--- src/rtl/startup_pkg.sv ---
package startup_pkg;

    typedef enum logic [1:0] {
        ST_WAIT,
        ST_RESET,
        ST_INIT,
        ST_IDLE
    } seq_state_e;

    localparam logic [5:0] CMD_STARTUP = 6'h3F;
    localparam logic [5:0] CMD_IDLE    = 6'h00;

    function automatic logic [7:0] reg_default(input int idx);
        return 8'hA5 ^ 8'(idx);
    endfunction

endpackage

--- src/rtl/startup_fsm.sv ---
module startup_fsm
    import startup_pkg::*;
#(
    parameter int RESET_CYCLES = 512,
    parameter int INIT_CYCLES  = 128,
    parameter int CW           = 10
) (
    input  logic             clk,
    input  logic             rst_n,
    input  logic             abort,
    output seq_state_e       state,
    output logic [CW-1:0]    cnt,
    output logic             busy,
    output logic [5:0]       cmd_value
);

    seq_state_e nxt;

    always_comb begin
        nxt = state;
        unique case (state)
            ST_WAIT:  nxt = ST_RESET;
            ST_RESET: if (cnt == CW'(RESET_CYCLES - 1)) nxt = ST_INIT;
            ST_INIT:  if (cnt == CW'(INIT_CYCLES - 1))  nxt = ST_IDLE;
            ST_IDLE:  nxt = ST_IDLE;
        endcase
        if (abort) nxt = ST_WAIT;
    end

    always_ff @(posedge clk or negedge rst_n) begin
        if (!rst_n) begin
            state <= ST_WAIT;
            cnt   <= '0;
        end else begin
            state <= nxt;
            if (nxt != state || state == ST_WAIT || state == ST_IDLE)
                cnt <= '0;
            else
                cnt <= cnt + 1'b1;
        end
    end

    always_comb begin
        busy      = 1'b1;
        cmd_value = CMD_STARTUP;
        unique case (state)
            ST_WAIT, ST_RESET, ST_INIT: begin
                busy      = 1'b1;
                cmd_value = CMD_STARTUP;
            end
            ST_IDLE: begin
                busy      = 1'b0;
                cmd_value = CMD_IDLE;
            end
        endcase
    end

    AST_RESET_TO_INIT: assert property (@(posedge clk) disable iff (!rst_n)
        (state == ST_RESET && cnt == CW'(RESET_CYCLES - 1) && !abort) |=> state == ST_INIT);
    AST_INIT_TO_IDLE: assert property (@(posedge clk) disable iff (!rst_n)
        (state == ST_INIT && cnt == CW'(INIT_CYCLES - 1) && !abort) |=> state == ST_IDLE);
    AST_IDLE_HOLD: assert property (@(posedge clk) disable iff (!rst_n)
        (state == ST_IDLE && !abort) |=> (state == ST_IDLE && !busy));
    AST_ABORT_WAIT: assert property (@(posedge clk) disable iff (!rst_n)
        abort |=> (state == ST_WAIT && busy));

endmodule

--- src/rtl/startup_copy.sv ---
module startup_copy #(
    parameter int COPY_LEN = 32,
    parameter int MEM_BASE = 16,
    parameter int WIN_BASE = 16,
    parameter int MEM_AW   = 6,
    parameter int REG_AW   = 6,
    parameter int CW       = 10,
    parameter int DW       = 8
) (
    input  logic              clk,
    input  logic              rst_n,
    input  logic              in_init,
    input  logic              abort,
    input  logic [CW-1:0]     cnt,
    output logic              cfg_rd_en,
    output logic [MEM_AW-1:0] cfg_addr,
    input  logic [DW-1:0]     cfg_rdata,
    output logic              cp_we,
    output logic [REG_AW-1:0] cp_addr,
    output logic [DW-1:0]     cp_data
);

    localparam int IW = $clog2(COPY_LEN);

    logic [IW-1:0] idx;
    logic          pend_v;
    logic [IW-1:0] pend_idx;

    assign idx       = cnt[IW-1:0];
    assign cfg_rd_en = in_init && (cnt < CW'(COPY_LEN));
    assign cfg_addr  = MEM_AW'(MEM_BASE) + MEM_AW'(idx);

    always_ff @(posedge clk or negedge rst_n) begin
        if (!rst_n) begin
            pend_v   <= 1'b0;
            pend_idx <= '0;
        end else begin
            pend_v   <= cfg_rd_en && !abort;
            pend_idx <= idx;
        end
    end

    assign cp_we   = pend_v;
    assign cp_addr = REG_AW'(WIN_BASE) + REG_AW'(pend_idx);
    assign cp_data = cfg_rdata;

    AST_RD_ONLY_INIT: assert property (@(posedge clk) disable iff (!rst_n)
        cfg_rd_en |-> in_init);
    AST_ADDR_STEP: assert property (@(posedge clk) disable iff (!rst_n)
        (cfg_rd_en && $past(cfg_rd_en) && !$past(abort)) |-> cfg_addr == $past(cfg_addr) + 1'b1);

endmodule

--- src/rtl/startup_regfile.sv ---
module startup_regfile
    import startup_pkg::*;
#(
    parameter int REG_AW = 6,
    parameter int DW     = 8
) (
    input  logic              clk,
    input  logic              rst_n,
    input  logic              preset,
    input  logic              cp_we,
    input  logic [REG_AW-1:0] cp_addr,
    input  logic [DW-1:0]     cp_data,
    input  logic              host_en,
    input  logic              host_we,
    input  logic [REG_AW-1:0] host_addr,
    input  logic [DW-1:0]     host_wdata,
    output logic [DW-1:0]     host_rdata
);

    localparam int DEPTH = 1 << REG_AW;

    logic [DEPTH-1:0][DW-1:0] regs;

    always_ff @(posedge clk or negedge rst_n) begin
        if (!rst_n) begin
            for (int i = 0; i < DEPTH; i++) regs[i] <= DW'(reg_default(i));
        end else if (preset) begin
            for (int i = 0; i < DEPTH; i++) regs[i] <= DW'(reg_default(i));
        end else if (cp_we) begin
            regs[cp_addr] <= cp_data;
        end else if (host_en && host_we) begin
            regs[host_addr] <= host_wdata;
        end
    end

    assign host_rdata = regs[host_addr];

    AST_WE_BLOCKED: assert property (@(posedge clk) disable iff (!rst_n)
        (host_we && !host_en && !preset && !cp_we) |=> $stable(regs));

endmodule

--- src/rtl/startup_seq.sv ---
module startup_seq
    import startup_pkg::*;
#(
    parameter int RESET_CYCLES = 512,
    parameter int INIT_CYCLES  = 128,
    parameter int BLOCK_BYTES  = 16,
    parameter int NUM_BLOCKS   = 2,
    parameter int WIN_BASE     = 16,
    parameter int REG_AW       = 6,
    parameter int MEM_AW       = 6,
    parameter int DW           = 8
) (
    input  logic              clk,
    input  logic              rst_n,
    input  logic              pwr_down,
    input  logic              osc_stable,
    output logic              busy,
    output logic [5:0]        cmd_value,
    output logic              cfg_rd_en,
    output logic [MEM_AW-1:0] cfg_addr,
    input  logic [DW-1:0]     cfg_rdata,
    input  logic              host_we,
    input  logic [REG_AW-1:0] host_addr,
    input  logic [DW-1:0]     host_wdata,
    output logic [DW-1:0]     host_rdata
);

    localparam int MAXC     = (RESET_CYCLES > INIT_CYCLES) ? RESET_CYCLES : INIT_CYCLES;
    localparam int CW       = $clog2(MAXC) + 1;
    localparam int COPY_LEN = NUM_BLOCKS * BLOCK_BYTES;
    localparam int MEM_BASE = BLOCK_BYTES;

    logic              abort;
    seq_state_e        state;
    logic [CW-1:0]     cnt;
    logic              cp_we;
    logic [REG_AW-1:0] cp_addr;
    logic [DW-1:0]     cp_data;

    assign abort = pwr_down || !osc_stable;

    startup_fsm #(
        .RESET_CYCLES(RESET_CYCLES),
        .INIT_CYCLES (INIT_CYCLES),
        .CW          (CW)
    ) u_fsm (
        .clk      (clk),
        .rst_n    (rst_n),
        .abort    (abort),
        .state    (state),
        .cnt      (cnt),
        .busy     (busy),
        .cmd_value(cmd_value)
    );

    startup_copy #(
        .COPY_LEN(COPY_LEN),
        .MEM_BASE(MEM_BASE),
        .WIN_BASE(WIN_BASE),
        .MEM_AW  (MEM_AW),
        .REG_AW  (REG_AW),
        .CW      (CW),
        .DW      (DW)
    ) u_copy (
        .clk      (clk),
        .rst_n    (rst_n),
        .in_init  (state == ST_INIT),
        .abort    (abort),
        .cnt      (cnt),
        .cfg_rd_en(cfg_rd_en),
        .cfg_addr (cfg_addr),
        .cfg_rdata(cfg_rdata),
        .cp_we    (cp_we),
        .cp_addr  (cp_addr),
        .cp_data  (cp_data)
    );

    startup_regfile #(
        .REG_AW(REG_AW),
        .DW    (DW)
    ) u_regs (
        .clk       (clk),
        .rst_n     (rst_n),
        .preset    (state == ST_RESET),
        .cp_we     (cp_we),
        .cp_addr   (cp_addr),
        .cp_data   (cp_data),
        .host_en   (!busy),
        .host_we   (host_we),
        .host_addr (host_addr),
        .host_wdata(host_wdata),
        .host_rdata(host_rdata)
    );

    AST_CMD_CODE: assert property (@(posedge clk) disable iff (!rst_n)
        (cmd_value == CMD_IDLE) || (cmd_value == CMD_STARTUP));
    AST_CMD_BUSY: assert property (@(posedge clk) disable iff (!rst_n)
        busy |-> cmd_value == CMD_STARTUP);
    AST_WAIT_NO_READ: assert property (@(posedge clk) disable iff (!rst_n)
        $past(abort) |-> !cfg_rd_en);

endmodule

--- config.mk ---
export PLATFORM = sky130hd
export DESIGN_NAME = startup_seq
export DESIGN_NICKNAME = d
export VERILOG_FILES = /design/src/rtl/startup_pkg.sv /design/src/rtl/startup_fsm.sv /design/src/rtl/startup_copy.sv /design/src/rtl/startup_regfile.sv /design/src/rtl/startup_seq.sv
export SDC_FILE = /design/constraint.sdc
export NUM_CORES = 1
export LEC_CHECK = 0
export BUFFER_PORTS_ARGS = -buffer_cell sky130_fd_sc_hd__buf_2
export CAP_MARGIN = 25
export CORE_MARGIN = 8
export CORE_UTILIZATION = 34
export CTS_BUF_LIST = sky130_fd_sc_hd__clkbuf_8
export CTS_CLUSTER_SIZE = 20
export DETAILED_ROUTE_END_ITERATION = 8
export PLACE_DENSITY = 0.53
export SLEW_MARGIN = 20
export SYNTH_ARGS = -nofsm -noshare
export SYNTH_HDL_FRONTEND = slang
export SYNTH_SLANG_ARGS = --single-unit
--- constraint.sdc ---
create_clock -name clk -period 5.6 [get_ports clk]
set_input_delay 0.84 -clock clk [delete_from_list [all_inputs] [get_ports clk]]
set_output_delay 0.84 -clock clk [all_outputs]
set_load 0.02 [all_outputs]
Yosys cells after proc, flatten, opt, wreduce, memory -nomap -nowiden
Cells that the tools add are included.

Bits in registers: 530. Latch bits: 0. Memory bits (writable): 0. ROM bits: 0. Bits of input ports: 27. Output and inout bits: 22. Word-level logic and storage cells: 114. Memories kept: 0.

Add/subtract/negate cells: 3. Multiply operators: 0. Divide/modulo/power cells: 0. Magnitude comparators: 5. Equal/unequal tests: 6. Shift operators: 0. Multiplexer cells: 18. Bitwise logic cells: 0. Reductions and logical operators: 14.

Operator list (count): $mux 512 (3); $bwmux 512 (2); $demux 8 s6 (2); $bmux 8 s6 (1); $mux 8 (3); $lt 6x7->1 const B (2); $add 5x5->6 const A (2); $ge 6x1->1 const B (2); $pmux 6 s2 (1); $add 10x1->10 const B (1); $eq 10x7->1 const B (1); $eq 10x9->1 const B (1); $lt 10x6->1 const B (1); $mux 10 (1); $pmux 2 s4 (1); $mux 2 (3); $logic_and 1x1->1 (5); $eq 2x2->1 const B (2); $logic_not 1->1 (3); $logic_or 1x1->1 (3); $reduce_bool 3->1 (1); $reduce_or 3->1 (1); $eq 2x1->1 const B (1); $logic_not 2->1 (1); other kinds (2) (2).

Longest topological paths before layout
Word-level depth: 8. Mapped depth: 10. Gate-level depth less buffers: 6.

Cells and area by module
Synthesis repeated with hierarchy kept, for this count alone.

Cell total of the unflattened synthesis: 3489. Area total of the unflattened synthesis: 31365.1 µm².

By module, submodules not included: startup_regfile (times used 1, cells each 3391, area each 30332.8 µm², seq. area each 13132.6 µm²); startup_fsm (times used 1, cells each 70, area each 724.4 µm², seq. area each 300.3 µm²); startup_copy (times used 1, cells each 24, area each 282.8 µm², seq. area each 150.1 µm²); startup_seq (times used 1, cells each 4, area each 25.0 µm², seq. area each 0.0 µm²).

Worst setup path before layout
No wires, ideal clock.

Kind: in2out. Start point: in host_addr[1]. End point: out host_rdata[4]. Arrival time: 2.555 ns. Setup slack: 2.205 ns. Stages: 10. Path through: buf_2 > buf_4 > buf_2 > buf_2 > mux2i_1 > o22ai_1 > a21oi_1 > o21ai_0 > a221oi_1 > nand4_1.

Cells in the longest elaborated chain, start to end: 2.

Ends and longest elaborated chain: start: declaration (line startup_seq.sv:23) `input logic [REG_AW-1:0] host_addr,`; $bmux 8 s6 (line startup_regfile.sv:36) `assign host_rdata = regs[host_addr];`; $mux 8 (implied by the code) (line startup_regfile.sv:36); end: declaration (line startup_seq.sv:25) `output logic [DW-1:0] host_rdata`.

Every way passes these cells. The select of a mux whose other input is x is not followed.

Worst setup path in the final report
Start point: in host_addr[1]. End point: out host_rdata[6].

The elaborated chain is that of the path after synthesis.

==> flow_summary.yaml <==
route:
  wl_per_cell_microns: 27.96
  drt_wl_total_microns: 109200
  drc: 0
  wl_met1_microns: 44470
  wl_met2_microns: 47420
  dr.max_layer_used: "met5"
  vias: 23850
  routed_via_density: 6.110
  wl_met3_microns: 12320
  ant_nets: 0
  drtPass1Iterations: 7
  drt_iter0_markers: 3020
outcome:
  status: "finished, final reports clean"
synth:
  synth-seq-cells: 530
  synth-edff-count: 0
  netlist_area_sq_um: 27170
  ys_async_sr_fraction_pct: 100.0
  syn_avg_cell_area_sq_um: 9.579
  yosysUniqueCellTypes: 74
  yosysWarnings: 0
  ys.flop_type: "dfrtp_1"
  syn_nets: 2864
  yosysSeqAreaShare_pct: 50.00
  syn_inst: 2836
critical_path:
  critPathLaunchType: "input pin"
  critical_path_required_ns: 4.76
  crit_type: "in -> out"
  worstPathArrival_ns: 3.96
  cp-end-kind: "primary output"
  cp_max_fo: 40
timing:
  fmax_ghz: 0.2085
  fin_tns_setup_ns: 0
  timing.final.crit_period_ns: 4.796
  clock_skew_ns: 0.04875
  setup_viol: 0
  min_period_over_period_pct: 85.64
  hold_ws_ns: 0.1524
  rsz0062_at_grt: "no"
  tightestPinTransition_ns: 1.118
  relSlewSlack_pct: 25.28
  hold_viol: 0
  drv_slew: 0
floorplanning:
  rows: 103
  die_x_microns: 298.7
  die_h_microns: 298.7
  core-area_sq_um: 79000
  io-pin-count: 49
  start_util_pct: 34.39
  die-area_sq_um: 89200
final_layout:
  finalNetCount: 2800
  area_growth_pct: 11.25
  drive_gt1_share_pct: 24.43
  final_common_cell: "nand3_1"
  layout_common_cells: "nand3_1 (312), nor2_1 (310), a21oi_1 (296), dfrtp_1 (273), dfstp_2 (256)"
  fin_cells: 3904
global_routing:
  grt_pass1_wl_microns: 159400
  antenna_found_initial: 4
  grt_pass1_vias: 22890
  grt_max_degree: 254
  grt_overflow: 0
  grt_usage_pct: 23.53
clock_tree:
  cts.htree.levels: 3
  tritoncts: "yes"
  ctsLongestPathBuffers: 3
  postCtsHoldBufs: 0
  clkSinkCount: 530
  clk_latency_ns: 0.74
  postCtsSetupRepairBufs: 0
  cts_repair_resize_count: 0
  cts_buffers: 94
  cts.reportedPaths.clkPinSlew_ns: 0.06
  cts_root_buf: "clkbuf_8"
job:
  cap_viol_max_count: 0
power_and_ir_drop:
  power_mw: 10.10
  leakagePower_nw: 12.05
  ir_drop_uv: 167.5
  p_per_area_nw_per_um2: 334.3
placement:
  port_buffers: 48
  place_hpwl_microns: 72120
  placed_cells: 3724
  place.gp.congestion: 0.9419
hold_path:
  worstHoldPathType: "in -> async"
==> sequential cells by signal, indices dropped and copies added (netlist names) <==
name / cells
u_fsm.state: 2
u_copy.cp_we: 1
u_copy.pend_idx: 5
u_fsm.cnt: 10
u_regs.regs: 512
==> routing by layer <==
| metal | global-route usage, % | up-vias |
|---|---|---|
| met2 | 35.07 | 1460 |
| met3 | 7.367 | 293 |
| li1 | - | 10190 |
| met1 | 31.63 | 11900 |
| met5 | 0 | - |
| met4 | 9.454 | 6 |
==> power breakdown <==
group	switching, mW	internal (mW)
clock network	1.76	2.07
registers	0.314	4.46
logic	0.968	0.526
total	3.05	7.06
==> synthesized netlist by cell type, types with 8 or more instances <==
library cell,count,area [sq um]
o22ai_1,22,137.6
a221oi_1,51,446.7
buf_4,33,247.7
a211oi_1,14,105.1
o221ai_1,16,140.1
buf_2,94,470.5
nand2_1,189,709.4
nor3_1,21,105.1
a21oi_1,299,1496
nand2b_1,9,56.30
o21a_1,11,82.58
mux2_2,57,641.9
o21ai_1,14,70.07
a21oi_2,25,219.0
a22o_1,8,70.07
a221o_1,10,100.1
nor2_2,11,68.82
nor2_1,317,1190
nand3_1,312,1562
a22oi_1,147,1104
and2_1,12,75.07
clkbuf_1,133,499.2
dfstp_2,256,6726
nor2b_1,17,106.4
dfrtp_1,274,6857
mux2i_1,87,870.8
mux4_2,27,608.1
and3_1,13,81.33
buf_1,20,75.07
o21ai_0,198,991.0
==> worst max-delay path, cell delays in order <==
cell and delay (ns):
buf_4 0.51, buf_4 0.46, mux2i_1 0.43, o22ai_1 0.19, o21ai_0 0.40, o2111ai_1 0.17, or4_1 0.66, buf_2 0.23
==> layout make-up <==
| class | count | area, sq um |
|---|---|---|
| fillers | 7864 | 48780 |
| flip-flops and latches | 530 | 13580 |
| multi-input cells | 2011 | 12300 |
| clock buffers | 126 | 1734 |
| well taps | 1050 | 1314 |
| repair buffers | 126 | 970.9 |
| clock inverters | 51 | 277.8 |
| inverters | 9 | 33.78 |
| diodes | 1 | 2.502 |
==> worst paths after layout <==
| kind | start | to | slack (ns) | depth (start not counted) |
|---|---|---|---|---|
| max | host_addr[1] | host_rdata[6] | 0.80 | 8 |
| min | rst_n | u_regs.regs[470] | 0.15 | 1 |
| max reg2reg | u_fsm.state[0] | u_regs.regs[193] | 2.13 | 7 |
| min reg2reg | u_regs.regs[221] | u_regs.regs[221] | 0.47 | 2 |
| max in group asynchronous | rst_n | u_regs.regs[98] | 4.15 | 2 |
| min in group clk | osc_stable | u_fsm.state[0] | 0.46 | 3 |
==> cell families after synthesis <==
group / after synthesis / synth area share [%]
AO/OA/AOI/OAI: 877 / 20.56
XOR/XNOR: 8 / 0.2579
adder cells (fa/ha/maj): 1 / 0.04605
buffers and inverters: 295 / 5.131
flip-flops: 530 / 50.00
multiplexers: 174 / 7.945
AND/OR/NAND/NOR: 951 / 16.06
==> per-stage QoR <==
step / utilization, % / setup WS (ns) / area, sq um
finish: 38.26 / 0.8040 / 30220
global route: 38.26 / 0.7149 / 30220
CTS: 38.20 / 0.8269 / 30180
detailed placement: 35.66 / 0.8475 / 28170
global placement: 35.57 / 0.8541 / 28100
floorplan: - / 2.205 / 27170
No activity file was read; power rests on OpenSTA's default activity.
